$ cat src/rtl/slp_pkg.sv
package slp_pkg;

    typedef enum logic [1:0] {
        OSC_LP = 2'd0,
        OSC_XT = 2'd1,
        OSC_HS = 2'd2,
        OSC_RC = 2'd3
    } osc_mode_e;

    typedef enum logic [1:0] {
        ST_RUN     = 2'd0,
        ST_SLEEP   = 2'd1,
        ST_RESTART = 2'd2
    } slp_state_e;

    typedef struct packed {
        logic osc_en;
        logic io_hold;
        logic core_run;
    } pwr_ctl_t;

    function automatic logic needs_settle(osc_mode_e m);
        return (m != OSC_RC);
    endfunction

    function automatic pwr_ctl_t decode_state(slp_state_e s);
        pwr_ctl_t c;
        c.osc_en   = (s != ST_SLEEP);
        c.io_hold  = (s != ST_RUN);
        c.core_run = (s == ST_RUN);
        return c;
    endfunction

endpackage

$ cat src/rtl/slp_wake_detect.sv
module slp_wake_detect #(
    parameter int N_IRQ = 4
) (
    input  logic [N_IRQ-1:0] irq_req,
    input  logic [N_IRQ-1:0] irq_en,
    input  logic             wdt_timeout,
    output logic             wake_any,
    output logic             wake_wdt
);
    logic [N_IRQ-1:0] gated;

    for (genvar i = 0; i < N_IRQ; i++) begin : g_gate
        assign gated[i] = irq_req[i] & irq_en[i];
    end

    assign wake_wdt = wdt_timeout;
    assign wake_any = (|gated) | wdt_timeout;
endmodule

$ cat src/rtl/slp_osc_timer.sv
module slp_osc_timer #(
    parameter int OST_CYCLES = 1024
) (
    input  logic clk,
    input  logic rst,
    input  logic start,
    output logic done
);
    localparam int CW = (OST_CYCLES > 1) ? $clog2(OST_CYCLES) : 1;
    localparam logic [CW-1:0] LAST = CW'(OST_CYCLES - 1);

    logic [CW-1:0] cnt_q;
    logic          active_q;

    always_ff @(posedge clk) begin
        if (rst) begin
            cnt_q    <= '0;
            active_q <= 1'b0;
        end else if (start) begin
            cnt_q    <= '0;
            active_q <= 1'b1;
        end else if (active_q) begin
            if (cnt_q == LAST) begin
                active_q <= 1'b0;
                cnt_q    <= '0;
            end else begin
                cnt_q <= cnt_q + 1'b1;
            end
        end
    end

    assign done = active_q && (cnt_q == LAST);
endmodule

$ cat src/rtl/slp_status_flags.sv
module slp_status_flags (
    input  logic clk,
    input  logic rst,
    input  logic enter_sleep,
    input  logic wdt_wake,
    output logic flag_to,
    output logic flag_pd
);
    always_ff @(posedge clk) begin
        if (rst) begin
            flag_to <= 1'b1;
            flag_pd <= 1'b1;
        end else begin
            if (enter_sleep) begin
                flag_to <= 1'b1;
                flag_pd <= 1'b0;
            end else if (wdt_wake) begin
                flag_to <= 1'b0;
            end
        end
    end
endmodule

$ cat src/rtl/slp_ctrl.sv
module slp_ctrl
    import slp_pkg::*;
#(
    parameter int N_IRQ      = 4,
    parameter int OST_CYCLES = 1024
) (
    input  logic             clk,
    input  logic             rst,
    input  logic             sleep_req,
    input  logic [N_IRQ-1:0] irq_req,
    input  logic [N_IRQ-1:0] irq_en,
    input  logic             wdt_enable,
    input  logic             wdt_timeout,
    input  logic [1:0]       osc_mode,
    output logic             osc_en,
    output logic             wdt_clr,
    output logic             io_hold,
    output logic             flag_to,
    output logic             flag_pd,
    output logic             core_run
);
    slp_state_e state_q, state_d;
    pwr_ctl_t   ctl;
    logic       wake_any, wake_wdt;
    logic       enter_sleep, wake_now, settle_start, settle_done;
    logic       wdt_clr_q;

    slp_wake_detect #(.N_IRQ(N_IRQ)) u_wake (
        .irq_req     (irq_req),
        .irq_en      (irq_en),
        .wdt_timeout (wdt_timeout),
        .wake_any    (wake_any),
        .wake_wdt    (wake_wdt)
    );

    assign enter_sleep  = (state_q == ST_RUN) && sleep_req && !wake_any;
    assign wake_now     = (state_q == ST_SLEEP) && wake_any;
    assign settle_start = wake_now && needs_settle(osc_mode_e'(osc_mode));

    slp_osc_timer #(.OST_CYCLES(OST_CYCLES)) u_timer (
        .clk   (clk),
        .rst   (rst),
        .start (settle_start),
        .done  (settle_done)
    );

    slp_status_flags u_flags (
        .clk         (clk),
        .rst         (rst),
        .enter_sleep (enter_sleep),
        .wdt_wake    (wake_now && wake_wdt),
        .flag_to     (flag_to),
        .flag_pd     (flag_pd)
    );

    always_comb begin
        state_d = state_q;
        unique case (state_q)
            ST_RUN:     if (enter_sleep) state_d = ST_SLEEP;
            ST_SLEEP:   if (wake_now) state_d = settle_start ? ST_RESTART : ST_RUN;
            ST_RESTART: if (settle_done) state_d = ST_RUN;
            default:    state_d = ST_RUN;
        endcase
    end

    always_ff @(posedge clk) begin
        if (rst) begin
            state_q   <= ST_RUN;
            wdt_clr_q <= 1'b0;
        end else begin
            state_q   <= state_d;
            wdt_clr_q <= enter_sleep && wdt_enable;
        end
    end

    assign ctl      = decode_state(state_q);
    assign osc_en   = ctl.osc_en;
    assign io_hold  = ctl.io_hold;
    assign core_run = ctl.core_run;
    assign wdt_clr  = wdt_clr_q;
endmodule

$ cat config.mk
export PLATFORM = sky130hd
export DESIGN_NAME = slp_ctrl
export DESIGN_NICKNAME = d
export VERILOG_FILES = /design/src/rtl/slp_pkg.sv /design/src/rtl/slp_wake_detect.sv /design/src/rtl/slp_osc_timer.sv /design/src/rtl/slp_status_flags.sv /design/src/rtl/slp_ctrl.sv
export SDC_FILE = /design/constraint.sdc
export NUM_CORES = 1
export LEC_CHECK = 0
export ABC_CLOCK_PERIOD_IN_PS = 1800
export BUFFER_PORTS_ARGS = -buffer_cell sky130_fd_sc_hd__buf_2
export CORE_ASPECT_RATIO = 0.8
export CORE_MARGIN = 2
export CORE_UTILIZATION = 25
export DETAILED_ROUTE_END_ITERATION = 6
export PLACE_DENSITY_LB_ADDON = 0.2
export SYNTH_ARGS = -nofsm -noshare
export SYNTH_HDL_FRONTEND = slang
export SYNTH_SLANG_ARGS = --single-unit
$ cat constraint.sdc
create_clock -name clk -period 1.8 [get_ports clk]
set_input_delay 0.09 -clock clk [delete_from_list [all_inputs] [get_ports clk]]
set_output_delay 0.09 -clock clk [all_outputs]
set_load 0.01 [all_outputs]
==> results of run 1 <==
[worst min path at each step]
stage                          start  depth (start not counted)                       to
final                     wdt_enable                          3       wdt_clr$_SDFF_PP0_
after global routing      wdt_enable                          3       wdt_clr$_SDFF_PP0_
after CTS                 wdt_enable                          3       wdt_clr$_SDFF_PP0_
after detailed placement  wdt_enable                          3       wdt_clr$_SDFF_PP0_
after global placement    wdt_enable                          3       wdt_clr$_SDFF_PP0_
after floorplan                  rst                          1  state_q[1]$_SDFFE_PP0P_
[synth_stat cells (2+ instances only)]
cell type	count
sky130_fd_sc_hd__a21oi_1	4
sky130_fd_sc_hd__and4_1	2
sky130_fd_sc_hd__xnor2_1	3
sky130_fd_sc_hd__nand2b_1	2
sky130_fd_sc_hd__xor2_1	5
sky130_fd_sc_hd__nand2_1	5
sky130_fd_sc_hd__nand3_1	4
sky130_fd_sc_hd__nand3b_1	2
sky130_fd_sc_hd__dfxtp_1	16
sky130_fd_sc_hd__nor2_1	14
sky130_fd_sc_hd__inv_1	3
sky130_fd_sc_hd__nand4_1	4
[worst min-delay path, delay by kind of cell]
kind	cells	cell delay (ns)
simple gates	2	0.11
buf+inv	1	0.10
[layout make-up]
type                            instances  area, um2  share of cell area, %
Tap cell                               38       47.5                   5.37
Timing Repair Buffer                   20        100                   11.3
Multi-Input combinational cell         57        369                   41.7
Inverter                                3       11.3                   1.27
Sequential cell                        16        320                   36.2
Clock buffer                            4       36.3                   4.10
[cells by family (layout without fill, tap and decap cells)]
logic type	after synthesis	in the layout	synth area share (%)
AO/OA/AOI/OAI	9	9	9.29
XOR/XNOR	8	8	10.0
flip-flops	16	16	45.7
buffers and inverters	3	27	1.61
adder cells (fa/ha/maj)	1	1	1.79
multiplexers	1	1	1.61
AND/OR/NAND/NOR	38	38	30.0
[layer usage]
metal  routed length, um  share of wire [%]  vias to the layer above  GRT usage (%)
met5                   0                  0                        -              0
met4                  17                1.2                        0           5.07
met3                  49                3.6                        2           3.96
met2                 578                 42                        4           12.4
met1                 716                 53                      268           12.0
li1                    -                  -                      315              -
[stage by stage]
stage / setup WS, ns / utilization, % / cell area (um2) / power [mW] / std cells
after floorplan: 0.427 / - / 701 / 0.392 / 76
after global routing: 0.219 / 32.5 / 885 / 0.679 / 138
after global placement: 0.354 / 31.2 / 848 / 0.418 / 134
after CTS: 0.296 / 32.5 / 885 / 0.659 / 138
after detailed placement: 0.315 / 31.2 / 848 / 0.418 / 134
final: 0.306 / 32.5 / 885 / 0.644 / 138
[registers in the layout, indices dropped and copies added, names as in the netlist]
signal            count
u_flags.flag_pd       1
u_flags.flag_to       1
u_timer.cnt_q        10
state_q               2
u_timer.active_q      1
wdt_clr               1
[cell usage in the layout, fill, tap and decap left out, types with 2 or more instances in the layout]
| cell | n |
|---|---|
| sky130_fd_sc_hd__nand4_1 | 4 |
| sky130_fd_sc_hd__nor2_1 | 14 |
| sky130_fd_sc_hd__buf_2 | 20 |
| sky130_fd_sc_hd__nand2_1 | 5 |
| sky130_fd_sc_hd__dfxtp_1 | 16 |
| sky130_fd_sc_hd__a21oi_1 | 4 |
| sky130_fd_sc_hd__xor2_1 | 5 |
| sky130_fd_sc_hd__inv_1 | 3 |
| sky130_fd_sc_hd__xnor2_1 | 3 |
| sky130_fd_sc_hd__nand2b_1 | 2 |
| sky130_fd_sc_hd__nand3b_1 | 2 |
| sky130_fd_sc_hd__nand3_1 | 4 |
| sky130_fd_sc_hd__and4_1 | 2 |
| sky130_fd_sc_hd__clkbuf_4 | 3 |
[power by group through the flow]
stage                     clock [mW]  sequential [mW]  combinational [mW]
after global placement             0            0.369              0.0485
after global routing           0.263            0.362              0.0536
final                          0.235            0.361              0.0479
after detailed placement           0            0.369              0.0483
after CTS                      0.249            0.361              0.0485
after floorplan                    0            0.370              0.0220
==> impl_metrics.ini, run 1 <==
[status]
outcome = finished clean

[clocking]
insertion_delay_ns = 0.29
htree_levels = 1
clkTransAtPathRegs_ns = 0.09
cts-root-buf = sky130_fd_sc_hd__clkbuf_4
cts.hold.buffers_added = 0
tritoncts = built
clockBufferDepth = 2
cts.sinks = 16
cts-buffers-inserted = 3
ctsResizeCount = 0
post_cts_buffers = 0

[hold_path]
hold_class = in -> reg

[sta]
worstMarginPinSlew_ns = 0.470
rsz0062_at_grt = false
maxSlewHeadroom_pct = 68.7
finalWorstPathRequiredPeriod_ns = 1.49
setup_tns_ns = 0
report.final.slew_viol_count = 0
skew_ns = 0.00274
fmax_achieved_mhz = 669
worst_hold_slack_ns = 0.0470
final_min_period_over_clock_period_pct = 83.0
hold_viol = 0
report.final.setup_viol = 0

[setup_path]
worst-path-stages = 5
cpLargestDelayFamily = simple AND/OR/NAND/NOR gates
worstReg2RegStart = u_timer.cnt_q[0]$_SDFFE_PP0P_
ordered_list_of_cells_on_the_worst_path = ha_1 -> nand4_1 -> or3_4 -> nand3b_4 -> nor2_1
timing.critical_path.fanout_max = 6
worst_setup_path_endpoint = u_timer.cnt_q[6]$_SDFFE_PP0P_
r2r_slack_ns = 0.31
crit_path_category = reg -> reg
crit_slowest_cell = sky130_fd_sc_hd__or3_4
path_buf_inv = 0
rr_endpoint = u_timer.cnt_q[6]$_SDFFE_PP0P_
worst_ep_arrival_time_ns = 1.68
setup.worst_path.start = u_timer.cnt_q[0]$_SDFFE_PP0P_
worst-r2r-cell-count = 5
cp-end-kind = flip-flop
worst_stage_delay_on_the_critical_path_ns = 0.46
setup.worst_path.start_class = flip-flop
critical_path_required_ns = 1.99

[place]
io_buffers = 20
dp_hpwl_mm = 1.07
finalWeightedCongestion = 0.747

[logic_synthesis]
syn_area_um2 = 701
yosys_most_used_dff = sky130_fd_sc_hd__dfxtp_1
synth_top_cells_by_area = sky130_fd_sc_hd__dfxtp_1 46%, sky130_fd_sc_hd__nor2_1 7.5%, sky130_fd_sc_hd__xor2_1 6.3%, sky130_fd_sc_hd__xnor2_1 3.8%, sky130_fd_sc_hd__nand4_1 3.6%
count_of_flip_flops_with_a_built_in_enable_after_synthesis = 0
synthDominantAreaCellType = sky130_fd_sc_hd__dfxtp_1
ff_latch_count_synth = 16
synth-seq-area-share_pct = 45.7
synthesis.nets = 92
synthDistinctLibCells = 24
area_fraction_of_the_dominant_cell_type_after_synthesis_pct = 45.7
yosysWarnings = 0
syn-mean-instance-area_um2 = 9.22
synthCells = 76
synth-async-reset-ratio_pct = 0

[global_routing]
first_pass_grt_wire_length_mm = 2.26
largest_net_degree_at_the_start_of_global_routing = 10
globalRoute.totalOverflow = 0
antenna_found_initial = 0
total_routing_resource_utilization_after_global_routing_pct = 9.12
via_count_of_the_first_global_routing_pass = 536

[power_and_ir_drop]
power.share.sequential_pct = 56.1
cell_internal_power_mw = 0.505
max-vdd-ir-drop_mv = 0.367
leakage_nw = 0.350
p_comb_share_pct = 7.4
power.switching_mw = 0.138
power.density_nw_per_um2 = 728
power_switching_share_pct = 21.5
power_frac_clock_pct = 36.5

[floorplan]
num_rows = 17
fp.dieArea_um2 = 3240
count_of_pins_on_the_block_boundary = 21
floorplan.initialDensity_pct = 25.7
floorplan.die.height_um = 51.4
chipWidth_um = 63.2
placeableCoreArea_um2 = 2720

[route]
postRouteAntennaNets = 0
first_iter_violations = 7
first_pass_iters = 5
wire_per_inst_um = 9.86
routed_wl_mm = 1.36
via_per_instance_ratio = 4.27
vias = 589
detail_route.drc_violations = 0

[finish]
filler_cell_count = 308
syn_to_final_growth_pct = 26.2
antenna-diode-count = 0
design.final.nets = 117
share_of_final_layout_standard_cells_stronger_than_drive_strength_1_pct = 28.0

[job]
max_cap_violations = 0
(Power assumes the default switching activity.)
==> run 2: changes to the inputs <==
- ABC_AREA: not set -> 1
- ABC_CLOCK_PERIOD_IN_PS: 1800 -> 1600
- clock period: 1.8 -> 1.6 ns (I/O delays scaled with it)
==> impl_metrics.ini, run 2 <==
[setup_path]
setup.worst_path.start_class = flip-flop
ordered_list_of_cells_on_the_worst_path = ha_1 -> nand2_4 -> nor2_4 -> nand3_1 -> nand3_2 -> nor2_1
crit_slowest_cell = sky130_fd_sc_hd__dfxtp_1
worst_stage_delay_on_the_critical_path_ns = 0.38
critical_path_required_ns = 1.75
cp-end-kind = flip-flop
r2r_slack_ns = 0.33
timing.critical_path.fanout_max = 5
crit_path_category = reg -> reg
worst_ep_arrival_time_ns = 1.42
path_buf_inv = 0
cpLargestDelayFamily = simple AND/OR/NAND/NOR gates

[logic_synthesis]
post_synth_mux_area_share_pct = 0
synthCells = 111
synthesis.nets = 127
area_fraction_of_the_dominant_cell_type_after_synthesis_pct = 40.0
dominant_combinational_cell_family_by_area_after_synthesis = simple AND/OR/NAND/NOR gates
ff_latch_count_synth = 16
synth-seq-area-share_pct = 40.0
yosys.area_share.adder_pct = 1.56
synth_top_cells_by_area = sky130_fd_sc_hd__dfxtp_1 40%, sky130_fd_sc_hd__nand2_1 15%, sky130_fd_sc_hd__nor2_1 6.6%, sky130_fd_sc_hd__inv_1 6.1%, sky130_fd_sc_hd__nand3_1 5.0%
synth-async-reset-ratio_pct = 0
post_synth_most_frequent_cells = 33 x sky130_fd_sc_hd__nand2_1, 16 x sky130_fd_sc_hd__dfxtp_1, 14 x sky130_fd_sc_hd__nor2_1
syn_area_um2 = 801
post_synth_and_or_nand_nor_area_fraction_pct = 39.8
yosysWarnings = 0
synth_area_in_compound_gates_pct = 6.88
syn-mean-instance-area_um2 = 7.21
yosys_most_used_dff = sky130_fd_sc_hd__dfxtp_1
count_of_flip_flops_with_a_built_in_enable_after_synthesis = 0
yosysMostFrequentCell = sky130_fd_sc_hd__nand2_1
synth-xor-area-share_pct = 3.28
synthDistinctLibCells = 21
synthDominantAreaCellType = sky130_fd_sc_hd__dfxtp_1

[global_routing]
largest_net_degree_at_the_start_of_global_routing = 10
antenna_found_initial = 0
first_pass_grt_wire_length_mm = 3.02
globalRoute.totalOverflow = 0
total_routing_resource_utilization_after_global_routing_pct = 11.1
via_count_of_the_first_global_routing_pass = 713

[route]
first_pass_iters = 4
vias = 696
first_iter_violations = 30
postRouteAntennaNets = 0
detail_route.drc_violations = 0
routed_wl_mm = 1.59
wire_per_inst_um = 9.20
via_per_instance_ratio = 4.02

[power_and_ir_drop]
power.share.sequential_pct = 49.8
power_switching_share_pct = 20.9
power_frac_clock_pct = 43.5
power.switching_mw = 0.171
cell_internal_power_mw = 0.646
max-vdd-ir-drop_mv = 0.341
leakage_nw = 0.442
p_comb_share_pct = 6.7
power.density_nw_per_um2 = 828

[place]
finalWeightedCongestion = 0.688
place_worst_setup_slack_ns = 0.345
io_buffers = 20
dpl.cell_count = 169
dp_hpwl_mm = 1.29

[floorplan]
floorplan.die.height_um = 54.6
num_rows = 18
count_of_pins_on_the_block_boundary = 21
chipWidth_um = 67.3
floorplan.initialDensity_pct = 26.1
placeableCoreArea_um2 = 3060
fp.dieArea_um2 = 3670

[sta]
final_min_period_over_clock_period_pct = 79.1
worst_hold_slack_ns = 0.0277
skew_ns = 0.00846
rsz0062_at_grt = false
hold_viol = 0
report.final.slew_viol_count = 0
worstMarginPinSlew_ns = 0.327
report.final.setup_viol = 0
maxSlewHeadroom_pct = 78.2
fmax_achieved_mhz = 790
finalWorstPathRequiredPeriod_ns = 1.27
setup_tns_ns = 0
finalWorstSetupSlack_ns = 0.335

[hold_path]
hold_class = in -> reg

[finish]
instances_no_fill = 173
largest_registers = u_timer.cnt_q x10, state_q x2
antenna-diode-count = 0
share_of_final_layout_standard_cells_stronger_than_drive_strength_1_pct = 25.6
postLayoutCoreUtil_pct = 32.2
layout.cells.most_common = sky130_fd_sc_hd__nand2_1
filler_cell_count = 357
layout_common_cells = 33 x sky130_fd_sc_hd__nand2_1, 20 x sky130_fd_sc_hd__buf_2, 16 x sky130_fd_sc_hd__dfxtp_1
syn_to_final_growth_pct = 23.3
design.final.nets = 150
max_flop_register = u_timer.cnt_q
max_reg_flops = 10

[clocking]
htree_levels = 1
clkTransAtPathRegs_ns = 0.07
cts.sinks = 16
tritoncts = built
cts-buffers-inserted = 3
post_cts_buffers = 0
cts.hold.buffers_added = 0
cts-root-buf = sky130_fd_sc_hd__clkbuf_8
ctsResizeCount = 0
clockBufferDepth = 2
insertion_delay_ns = 0.25

[job]
max_cap_violations = 0

[status]
outcome = finished clean
==> run 2: per-layer routing <==
| layer | track usage, % | wire, um |
|---|---|---|
| met4 | 2.04 | 10 |
| met5 | 0 | 0 |
| met2 | 19.1 | 729 |
| met3 | 4.32 | 68 |
| met1 | 13.3 | 784 |
==> run 2: cells by family after synthesis <==
kind of cell | count (synthesis)
simple gates | 67
flops | 16
buf+inv | 15
compound gates | 9
xor+xnor | 3
fa+ha+maj | 1
==> run 2: worst paths after layout <==
kind / endpoint / startpoint / cells past startpoint
worst max register to register: u_timer.cnt_q[5]$_SDFFE_PP0P_ / u_timer.cnt_q[0]$_SDFFE_PP0P_ / 6
worst min register to register: u_flags.flag_pd$_SDFFE_PP1P_ / u_flags.flag_pd$_SDFFE_PP1P_ / 2
worst max-delay path: u_timer.cnt_q[5]$_SDFFE_PP0P_ / u_timer.cnt_q[0]$_SDFFE_PP0P_ / 6
worst min-delay path: u_timer.active_q$_SDFF_PP0_ / rst / 2
==> run 2: through the flow <==
stage               cell area, um2  power (mW)
floorplan                      801       0.444
global placement               932       0.471
detailed placement             932       0.472
CTS                            987       0.831
global route                   987       0.866
finish                         987       0.817
==> run 2: final cells by class <==
type	count	area, um2	area share (%)
Timing Repair Buffer	20	100	10.1
Tap cell	40	50.0	5.07
Multi-Input combinational cell	80	413	41.8
Clock buffer	4	55.1	5.58
Sequential cell	16	320	32.4
Inverter	13	48.8	4.94
==> run 2: power groups by stage <==
stage	Sequential (mW)	Combinational, mW	Clock, mW
3_3_place_gp	0.415	0.0553	0
3_5_place_dp	0.416	0.0559	0
5_1_grt	0.407	0.0636	0.396
4_1_cts	0.407	0.0561	0.368
6_report	0.407	0.0548	0.355
2_1_floorplan	0.415	0.0294	0
==> run 2: worst reg2reg max path, stage by stage (launching register included) <==
cell and delay, ns:
sky130_fd_sc_hd__dfxtp_1 0.38, sky130_fd_sc_hd__ha_1 0.24, sky130_fd_sc_hd__nand2_4 0.08, sky130_fd_sc_hd__nor2_4 0.15, sky130_fd_sc_hd__nand3_1 0.14, sky130_fd_sc_hd__nand3_2 0.13, sky130_fd_sc_hd__nor2_1 0.05
